[src/rtl/msb_pkg.sv]
package msb_pkg;
   localparam int unsigned DATA_W = 32;
   localparam int unsigned BYTE_W = 8;
   localparam int unsigned WIN_LSB = 5;    // mapped window spans 8 words
   localparam logic [1:0] RESP_OKAY = 2'b00;

   typedef enum logic [2:0] {
      IDX_PUSH    = 3'd0,
      IDX_PUSH_ST = 3'd1,
      IDX_POP     = 3'd2,
      IDX_POP_ST  = 3'd3,
      IDX_CTRL    = 3'd4,
      IDX_ID      = 3'd5,
      IDX_SCRATCH = 3'd6,
      IDX_NCORE   = 3'd7
   } reg_idx_e;

   typedef struct packed {
      logic     hit;
      reg_idx_e idx;
   } reg_sel_t;
endpackage

[src/rtl/msb_byte_fifo.sv]
module msb_byte_fifo #(
   parameter int unsigned WIDTH = 8,
   parameter int unsigned DEPTH = 16
) (
   input  logic             clk,
   input  logic             rst_n,
   input  logic             flush,
   input  logic             push,
   input  logic [WIDTH-1:0] push_data,
   input  logic             pop,
   output logic [WIDTH-1:0] head,
   output logic             empty,
   output logic             full
);
   localparam int unsigned PTR_W = $clog2(DEPTH);

   generate
      if ((DEPTH < 2) || ((DEPTH & (DEPTH - 1)) != 0)) begin : g_bad_depth
         $error("msb_byte_fifo: DEPTH must be a power of two of at least 2");
      end
      if (WIDTH < 1) begin : g_bad_width
         $error("msb_byte_fifo: WIDTH must be positive");
      end
   endgenerate

   logic [WIDTH-1:0] mem [DEPTH];
   logic [PTR_W:0]   wr_ptr;
   logic [PTR_W:0]   rd_ptr;
   logic             do_push;
   logic             do_pop;

   assign empty   = (wr_ptr == rd_ptr);
   assign full    = (wr_ptr[PTR_W] != rd_ptr[PTR_W]) &&
                    (wr_ptr[PTR_W-1:0] == rd_ptr[PTR_W-1:0]);
   assign do_push = push && !full;
   assign do_pop  = pop && !empty;
   assign head    = mem[rd_ptr[PTR_W-1:0]];

   always_ff @(posedge clk) begin
      if (!rst_n || flush) begin
         wr_ptr <= '0;
         rd_ptr <= '0;
      end else begin
         if (do_push) wr_ptr <= wr_ptr + 1'b1;
         if (do_pop)  rd_ptr <= rd_ptr + 1'b1;
      end
   end

   always_ff @(posedge clk) begin
      if (do_push && !flush) mem[wr_ptr[PTR_W-1:0]] <= push_data;
   end

   AST_NO_OVERFLOW: assert property (@(posedge clk) disable iff (!rst_n)
      (full && push && !pop && !flush) |=> (full && $stable(rd_ptr)));
   AST_NO_UNDERFLOW: assert property (@(posedge clk) disable iff (!rst_n)
      (empty && pop && !push && !flush) |=> empty);
   AST_FLUSH_EMPTIES: assert property (@(posedge clk) disable iff (!rst_n)
      flush |=> empty);
endmodule

[src/rtl/msb_addr_decode.sv]
module msb_addr_decode
   import msb_pkg::*;
#(
   parameter int unsigned ADDR_W = 12
) (
   input  logic [ADDR_W-1:0] addr,
   output reg_sel_t          sel
);
   generate
      if (ADDR_W <= WIN_LSB) begin : g_bad_addr
         $error("msb_addr_decode: ADDR_W must exceed the register window");
      end
   endgenerate

   always_comb begin
      sel.hit = (addr[ADDR_W-1:WIN_LSB] == '0) && (addr[1:0] == 2'b00);
      sel.idx = reg_idx_e'(addr[WIN_LSB-1:2]);
   end
endmodule

[src/rtl/msb_axil_wr.sv]
module msb_axil_wr
   import msb_pkg::*;
(
   input  logic       clk,
   input  logic       rst_n,
   input  logic       awvalid,
   output logic       awready,
   input  logic       wvalid,
   output logic       wready,
   output logic [1:0] bresp,
   output logic       bvalid,
   input  logic       bready,
   output logic       wr_fire
);
   logic bvalid_q;

   assign wr_fire = awvalid && wvalid && !bvalid_q;
   assign awready = wr_fire;
   assign wready  = wr_fire;
   assign bvalid  = bvalid_q;
   assign bresp   = RESP_OKAY;

   always_ff @(posedge clk) begin
      if (!rst_n)       bvalid_q <= 1'b0;
      else if (wr_fire) bvalid_q <= 1'b1;
      else if (bready)  bvalid_q <= 1'b0;
   end

   AST_B_HOLD: assert property (@(posedge clk) disable iff (!rst_n)
      (bvalid && !bready) |=> bvalid);
   AST_B_CAUSE: assert property (@(posedge clk) disable iff (!rst_n)
      $rose(bvalid) |-> $past(awvalid && wvalid));
endmodule

[src/rtl/msb_axil_rd.sv]
module msb_axil_rd
   import msb_pkg::*;
#(
   parameter int unsigned NUM_CORES = 16,
   parameter logic [31:0] ID_WORD   = 32'hF202_0310
) (
   input  logic              clk,
   input  logic              rst_n,
   input  logic              arvalid,
   output logic              arready,
   input  reg_sel_t          sel,
   output logic [DATA_W-1:0] rdata,
   output logic [1:0]        rresp,
   output logic              rvalid,
   input  logic              rready,
   input  logic              tx_full,
   input  logic              rx_empty,
   input  logic [BYTE_W-1:0] rx_head,
   input  logic              ctrl_bit,
   input  logic [DATA_W-1:0] scratch,
   output logic              rx_pop
);
   logic              rvalid_q;
   logic              rd_fire;
   logic [DATA_W-1:0] rdata_q;
   logic [DATA_W-1:0] word;

   assign arready = !rvalid_q;
   assign rd_fire = arvalid && !rvalid_q;
   assign rx_pop  = rd_fire && sel.hit && (sel.idx == IDX_POP) && !rx_empty;
   assign rvalid  = rvalid_q;
   assign rdata   = rdata_q;
   assign rresp   = RESP_OKAY;

   always_comb begin
      word = '0;
      if (sel.hit) begin
         case (sel.idx)
            IDX_PUSH_ST: word = {{(DATA_W-1){1'b0}}, !tx_full};
            IDX_POP:     word = rx_empty ? '0 : {{(DATA_W-BYTE_W){1'b0}}, rx_head};
            IDX_POP_ST:  word = {{(DATA_W-1){1'b0}}, !rx_empty};
            IDX_CTRL:    word = {{(DATA_W-1){1'b0}}, ctrl_bit};
            IDX_ID:      word = ID_WORD;
            IDX_SCRATCH: word = scratch;
            IDX_NCORE:   word = DATA_W'(NUM_CORES);
            default:     word = '0;
         endcase
      end
   end

   always_ff @(posedge clk) begin
      if (!rst_n) begin
         rvalid_q <= 1'b0;
         rdata_q  <= '0;
      end else if (rd_fire) begin
         rvalid_q <= 1'b1;
         rdata_q  <= word;
      end else if (rready) begin
         rvalid_q <= 1'b0;
      end
   end

   AST_R_HOLD: assert property (@(posedge clk) disable iff (!rst_n)
      (rvalid && !rready) |=> rvalid);
   AST_RDATA_STABLE: assert property (@(posedge clk) disable iff (!rst_n)
      (rvalid && !rready) |=> $stable(rdata));
endmodule

[src/rtl/mmio_stream_bridge.sv]
module mmio_stream_bridge
   import msb_pkg::*;
#(
   parameter int unsigned ADDR_W    = 12,
   parameter int unsigned TX_DEPTH  = 16,
   parameter int unsigned RX_DEPTH  = 16,
   parameter int unsigned NUM_CORES = 16,
   parameter logic [31:0] ID_WORD   = 32'hF202_0310
) (
   input  logic              clk,
   input  logic              rst_n,
   input  logic [ADDR_W-1:0] s_awaddr,
   input  logic              s_awvalid,
   output logic              s_awready,
   input  logic [31:0]       s_wdata,
   input  logic              s_wvalid,
   output logic              s_wready,
   output logic [1:0]        s_bresp,
   output logic              s_bvalid,
   input  logic              s_bready,
   input  logic [ADDR_W-1:0] s_araddr,
   input  logic              s_arvalid,
   output logic              s_arready,
   output logic [31:0]       s_rdata,
   output logic [1:0]        s_rresp,
   output logic              s_rvalid,
   input  logic              s_rready,
   output logic [7:0]        tx_byte_o,
   output logic              tx_valid_o,
   input  logic              tx_ready_i,
   input  logic [7:0]        rx_byte_i,
   input  logic              rx_valid_i,
   output logic              rx_ready_o,
   output logic              soft_reset_o
);
   generate
      if (NUM_CORES < 1) begin : g_bad_cores
         $error("mmio_stream_bridge: NUM_CORES must be at least 1");
      end
   endgenerate

   reg_sel_t          wsel;
   reg_sel_t          rsel;
   logic              wr_fire;
   logic              tx_push;
   logic              pulse_q;
   logic [DATA_W-1:0] scratch_q;
   logic              tx_empty, tx_full;
   logic              rx_empty, rx_full;
   logic [BYTE_W-1:0] rx_head;
   logic              rx_pop;

   msb_addr_decode #(.ADDR_W(ADDR_W)) u_wdec (.addr(s_awaddr), .sel(wsel));
   msb_addr_decode #(.ADDR_W(ADDR_W)) u_rdec (.addr(s_araddr), .sel(rsel));

   msb_axil_wr u_wr (
      .clk     (clk),
      .rst_n   (rst_n),
      .awvalid (s_awvalid),
      .awready (s_awready),
      .wvalid  (s_wvalid),
      .wready  (s_wready),
      .bresp   (s_bresp),
      .bvalid  (s_bvalid),
      .bready  (s_bready),
      .wr_fire (wr_fire)
   );

   assign tx_push = wr_fire && wsel.hit && (wsel.idx == IDX_PUSH);

   always_ff @(posedge clk) begin
      if (!rst_n) pulse_q <= 1'b0;
      else        pulse_q <= wr_fire && wsel.hit && (wsel.idx == IDX_CTRL) && s_wdata[0];
   end

   always_ff @(posedge clk) begin
      if (!rst_n) scratch_q <= '0;
      else if (wr_fire && wsel.hit && (wsel.idx == IDX_SCRATCH)) scratch_q <= s_wdata;
   end

   msb_byte_fifo #(.WIDTH(BYTE_W), .DEPTH(TX_DEPTH)) u_txq (
      .clk       (clk),
      .rst_n     (rst_n),
      .flush     (pulse_q),
      .push      (tx_push),
      .push_data (s_wdata[BYTE_W-1:0]),
      .pop       (tx_ready_i),
      .head      (tx_byte_o),
      .empty     (tx_empty),
      .full      (tx_full)
   );

   msb_byte_fifo #(.WIDTH(BYTE_W), .DEPTH(RX_DEPTH)) u_rxq (
      .clk       (clk),
      .rst_n     (rst_n),
      .flush     (pulse_q),
      .push      (rx_valid_i),
      .push_data (rx_byte_i),
      .pop       (rx_pop),
      .head      (rx_head),
      .empty     (rx_empty),
      .full      (rx_full)
   );

   msb_axil_rd #(.NUM_CORES(NUM_CORES), .ID_WORD(ID_WORD)) u_rd (
      .clk      (clk),
      .rst_n    (rst_n),
      .arvalid  (s_arvalid),
      .arready  (s_arready),
      .sel      (rsel),
      .rdata    (s_rdata),
      .rresp    (s_rresp),
      .rvalid   (s_rvalid),
      .rready   (s_rready),
      .tx_full  (tx_full),
      .rx_empty (rx_empty),
      .rx_head  (rx_head),
      .ctrl_bit (pulse_q),
      .scratch  (scratch_q),
      .rx_pop   (rx_pop)
   );

   assign tx_valid_o   = !tx_empty;
   assign rx_ready_o   = !rx_full;
   assign soft_reset_o = pulse_q;

   AST_PULSE_SINGLE: assert property (@(posedge clk) disable iff (!rst_n)
      soft_reset_o |=> !soft_reset_o);
   AST_PULSE_CAUSE: assert property (@(posedge clk) disable iff (!rst_n)
      $rose(soft_reset_o) |-> $past(s_awvalid && s_wvalid && s_wdata[0]));
   AST_SCRATCH_KEEP: assert property (@(posedge clk) disable iff (!rst_n)
      (soft_reset_o && !(s_awvalid && s_wvalid)) |=> $stable(scratch_q));
endmodule

[config.mk]
export PLATFORM = sky130hd
export DESIGN_NAME = mmio_stream_bridge
export DESIGN_NICKNAME = d
export VERILOG_FILES = /design/src/rtl/msb_pkg.sv /design/src/rtl/msb_byte_fifo.sv /design/src/rtl/msb_addr_decode.sv /design/src/rtl/msb_axil_wr.sv /design/src/rtl/msb_axil_rd.sv /design/src/rtl/mmio_stream_bridge.sv
export SDC_FILE = /design/constraint.sdc
export NUM_CORES = 1
export LEC_CHECK = 0
export BUFFER_PORTS_ARGS = -buffer_cell sky130_fd_sc_hd__buf_2
export CAP_MARGIN = 20
export CORE_MARGIN = 10
export CORE_UTILIZATION = 24
export DETAILED_ROUTE_END_ITERATION = 12
export SLEW_MARGIN = 20
export SYNTH_ARGS = -nofsm -noshare
export SYNTH_HDL_FRONTEND = slang
export SYNTH_SLANG_ARGS = --single-unit
[constraint.sdc]
create_clock -name clk -period 2.5 [get_ports clk]
set_clock_uncertainty 0.05 [all_clocks]
set_input_delay 0.125 -clock clk [delete_from_list [all_inputs] [get_ports clk]]
set_output_delay 0.125 -clock clk [all_outputs]
set_load 0.05 [all_outputs]
* Word-level counts from Yosys, hierarchy flattened
Memory sizes are Yosys's and may differ from the RTL's. A register that Yosys moved wholly into a read port is not among the register bits. Index checks and enable logic that the tools add are counted.
Word-level totals: latch bits 0, memories 2, ROM bits 0, memory bits (writable) 256, flip-flop bits (word level) 87, input port bits 73, logic and storage cells 82
Cells by class: reduce and logical (&&, ||, !) cells 37, eq/ne operators 15, order comparisons 0, muxes and demuxes 15, shift-type cells 0, bitwise operators 0, multipliers 0, add/subtract/negate cells 4, divide/modulo/power cells 0
Memories:
- u_rxq.mem | words 16, width 8, read ports 1, clocked after Yosys merged registers in 1, wr ports 1, RTL line msb_byte_fifo.sv:26 | logic [WIDTH-1:0] mem [DEPTH];
- u_txq.mem | words 16, width 8, read ports 1, clocked after Yosys merged registers in 1, wr ports 1, RTL line msb_byte_fifo.sv:26
Operators with widths (count):
- $pmux W32 S7 | 1
- $mux W32 | 1
- $logic_and A1 B1 Y1 | 21
- $add A5 B1 Y5 const B | 4
- $eq A3 B3 Y1 const B | 6
- $mux W4 | 4
- $logic_not A7 Y1 | 2
- $eq A5 B5 Y1 | 2
- $eq A4 B4 Y1 | 2
- $logic_not A1 Y1 | 8
- $mux W1 | 8
- $mux W8 | 1
- $eq A3 B2 Y1 const B | 2
- $logic_not A2 Y1 | 2
- $reduce_bool A2 Y1 | 2
- $eq A3 B1 Y1 const B | 1
- $logic_not A3 Y1 | 1
- $ne A1 B1 Y1 | 2
- $logic_or A1 B1 Y1 | 1

* Longest topological paths before layout
depth in word-level cells 8, mapped depth 7

* By module
A second synthesis with hierarchy kept.
Second synthesis, totals: cells, all modules 917, area total of the unflattened synthesis 14704.1 sq um
Modules (own cells, without submodules):
- msb_byte_fifo | cells each 286, instances 2, area an instance 5805.6 sq um
- msb_axil_rd | cells each 176, instances 1, area an instance 1547.7 sq um
- mmio_stream_bridge | cells each 146, instances 1, area an instance 1366.3 sq um
- msb_addr_decode | cells each 6, instances 2, area an instance 48.8 sq um
- msb_axil_wr | cells each 11, instances 1, area an instance 81.3 sq um

* Worst setup path before layout
Ideal clock, no wire load.
path type reg-to-reg, from reg u_wr.bvalid_q (netlist: u_wr.bvalid), to mem u_txq.mem[0][0], enable pin, arrival time 2.675 ns, buffers on the path 1, period minus slack after synthesis 3.120 ns, cell stages (with the launch flop) 6, setup slack -0.620 ns, cell sequence dfxtp_1 -> and3b_1 -> and4_2 -> o211ai_4 -> buf_4 -> nor4_1
On the way: word-level cells in the longest chain between the ends 8
RTL lines:
- from (decl) | RTL line msb_axil_wr.sv:15 | logic bvalid_q;
- from (signal assigned) | RTL line msb_axil_wr.sv:24 | if (!rst_n) bvalid_q <= 1'b0;
- from (signal assigned) | RTL line msb_axil_wr.sv:25 | else if (wr_fire) bvalid_q <= 1'b1;
- from (signal assigned) | RTL line msb_axil_wr.sv:26 | else if (bready) bvalid_q <= 1'b0;
- $logic_not A1 Y1 | RTL line msb_axil_wr.sv:17 | assign wr_fire = awvalid && wvalid && !bvalid_q;
- $logic_and A1 B1 Y1 | RTL line msb_axil_wr.sv:17
- net s_awready | RTL line mmio_stream_bridge.sv:14 | output logic s_awready,
- $logic_and A1 B1 Y1 (2 in series) | RTL line mmio_stream_bridge.sv:69 | assign tx_push = wr_fire && wsel.hit && (wsel.idx == IDX_PUSH);
- $logic_and A1 B1 Y1 | RTL line msb_byte_fifo.sv:35 | assign do_push = push && !full;
- $logic_and A1 B1 Y1 | RTL line msb_byte_fifo.sv:50 | if (do_push && !flush) mem[wr_ptr[PTR_W-1:0]] <= push_data;
- $mux W1 | RTL line msb_byte_fifo.sv:50
- $mux W1 (not written as such) | RTL line msb_byte_fifo.sv:50
- to (decl) | RTL line msb_byte_fifo.sv:26
The timed path passes the listed nets, and every way through them passes these cells.

==> flow_summary.ini <==
[finish]
fin_util_pct = 30.99
fill_cells = 5566
drive_above_1_share_pct = 30.98
area_delta_synth_final_pct = 26.94
nNetsFinal = 1173
fin_cells = 1876
seq_area_sq_mm = 0.009594
finalInstanceArea_sq_mm = 0.01758
multiInputGateArea_sq_mm = 0.004103

[critical_path]
crit_path_max_fanout = 8
cp.arrival_ns = 2.41
path_common_cell = mux4_2
cpLargestDelayFamily = multiplexers
path_class = flip-flop to output pin
critPathCaptureType = output pin
slowest_stage = mux4_2
critical_path.max_stage_delay_ns = 0.55
cp_data_required_time_ns = 2.33
cp_cell_sequence = buf_12 -> buf_16 -> mux4_2 -> mux4_2 -> buf_6
path_buf_inv = 3
crit_path_start_kind = flip-flop

[sta]
grt_setup_unrepaired = yes
slew_violations = 0
hold_viol = 0
period_minus_slack_ns = 2.589
worst_slack_ns = -0.08894
setup_viol = 8
fin_crit_sh_pct = 103.6
tns_ns = -0.5214
tightest_slew_ns = 0.8404
relSlewSlack_pct = 43.84
fmax_mhz = 386.3

[cts]
cts-buffers-inserted = 38
clock_sinks = 351
htreeDepth = 2
clock_path_buffers = 3
root_buffer = clkbuf_16
clk_pin_slew_ns = 0.06
clk_latency_ns = 0.54
cts_tree = done

[routing]
first_iter_violations = 644
num_vias = 8356
wl_per_cell_um = 19.03
antenna_left = 0
routed_via_density = 4.454
dr.pass1.iters = 5
finalWirelength_mm = 35.70
drc_errors = 0

[synthesis]
synthTopCellsByArea = edfxtp_1 56%, dfxtp_1 14%, mux4_2 12%
synthArstFlopShare_pct = 0
yosysUniqueCellTypes = 51
netlist_instances = 878
synth_top_area_share_pct = 55.52
synth.most_common_cell = edfxtp_1
yosysSeqAreaShare_pct = 69.26
synth_edf_count = 256
syn-mean-instance-area_sq_um = 15.77
synth_top_area_cell = edfxtp_1
ys_warn_count = 0
synth_ff_type = edfxtp_1
syn_area_sq_mm = 0.01385
ys_seq_elements = 351
ys_top_cells_by_count = 256 x edfxtp_1, 95 x dfxtp_1, 81 x nand2_1

[global_route]
grt_max_degree = 42
grt_overflow_total = 0
antenna_found_initial = 6
grt.total_usage_pct = 10.30
grt_pass1_wl_mm = 53.53
first_global_vias = 8476

[floorplanning]
fp.dieW_um = 260.2
dieArea_sq_mm = 0.06770
core-area_sq_mm = 0.05671
pin_count = 125
num_rows = 87
die_h_um = 260.2
initial_utilization_pct = 24.41

[placement]
portBuffers = 120
pre_cts_ws_ns = 0.1683
place_hpwl_mm = 23.62
place.gp.congestion = 0.7656
dpl-instance-area_sq_mm = 0.01575
dp.cells = 1754

[min_path]
hp-class = primary input to flip-flop

[pwr]
vdd_drop_max_uv = 419.6
leakage_nw = 5.747
powerDensity_mw_per_mm2 = 690.2

[job]
max_cap_viol_count = 0

[status]
violations = setup timing
status = finished, violations left
## logic make-up (layout without fill, tap and decap cells)
kind of cell | count (synthesis) | count (layout) | synth area share (%)
flops | 351 | 351 | 69.26
compound gates | 115 | 115 | 5.043
mux | 91 | 91 | 13.15
buf+inv | 69 | 305 | 2.431
simple gates | 220 | 220 | 7.862
fa+ha+maj | 10 | 10 | 0.9037
xor+xnor | 21 | 21 | 1.328
other cells | 1 | 7 | 0.02708
## final cells by class
| type | instances | share of cell area, % |
|---|---|---|
| flip-flops and latches | 351 | 54.59 |
| multi-input cells | 461 | 23.34 |
| clock buffers | 48 | 5.745 |
| well taps | 756 | 5.382 |
| diodes | 3 | 0.04271 |
| clock inverters | 19 | 1.011 |
| repair buffers | 226 | 9.632 |
| inverters | 12 | 0.2563 |
## tightest hold or removal path, cell delays in order
cell      delay [ns]
buf_2           0.14
o211ai_1        0.11
xor2_1          0.07
nor2_1          0.12
## repair_timing
| item | CTS | global route |
|---|---|---|
| gates resized for setup | 22 | 1 |
| gates cloned | 3 | 0 |
| endpoints found under the setup margin | 8 | 8 |
| hold buffers | 48 | 0 |
| hold endpoints to repair | 297 | 0 |
| setup buffers | 3 | 0 |
## power by group
group | internal [W] | switching [W]
clock network | 0.00318 | 0.00224
logic | 0.000156 | 0.000277
registers | 0.00627 | 0.0000119
total | 0.00960 | 0.00253
## through the flow
step                      total power, W  hold slack [ns]
after floorplan                 0.006566           0.1508
after global placement          0.006770           0.3010
after detailed placement        0.006778           0.3023
after CTS                        0.01227         0.005525
after global routing             0.01256          0.03675
final                            0.01213          0.04193
## registers in the layout (all words and copies together) (netlist names), named ones only
signal and flops:
u_rd.rvalid 1, u_txq.mem 128, u_rd.rdata 32, u_txq.wr_ptr 5, u_wr.bvalid 1, u_rxq.mem 128, u_txq.rd_ptr 5, scratch_q 32
soft_reset_o 1, u_rxq.wr_ptr 5, u_rxq.rd_ptr 5
## placed cells by master, fill, tap and decap left out, types with 12 or more instances in the layout
cell           instances
dfxtp_1               93
mux4_2                72
o21ai_0               17
a22oi_1               21
xnor2_1               15
dlygate4sd3_1         48
mux2i_1               12
nand2_1               81
buf_2                112
clkbuf_16             39
nor2_1                48
edfxtp_1             256
a21oi_1               60
buf_4                 49
## routing by layer
metal	part of all wire (%)	vias up	global-route usage, %
met5	0.11	-	0
met4	1.9	6	2.793
met3	7.1	56	2.721
met2	47	235	16.33
met1	43	4259	13.68
li1	-	3800	-
## final timing paths
kind / from / to / depth (start not counted) / slack (ns)
setup / recovery: flip-flop / tx_byte_o[4] / 5 / -0.09
hold / removal: tx_ready_i / u_txq.rd_ptr[2]$_SDFFE_PP0P_ / 4 / 0.04
setup reg to reg: u_wr.bvalid$_SDFFE_PN0P_ / u_txq.mem[4][1]$_DFFE_PP_ / 7 / 0.15
hold reg to reg: scratch_q[27]$_SDFFE_PN0P_ / u_rd.rdata[27]$_SDFFE_PN0P_ / 2 / 0.40
No activity file was read; power rests on OpenSTA's default activity.
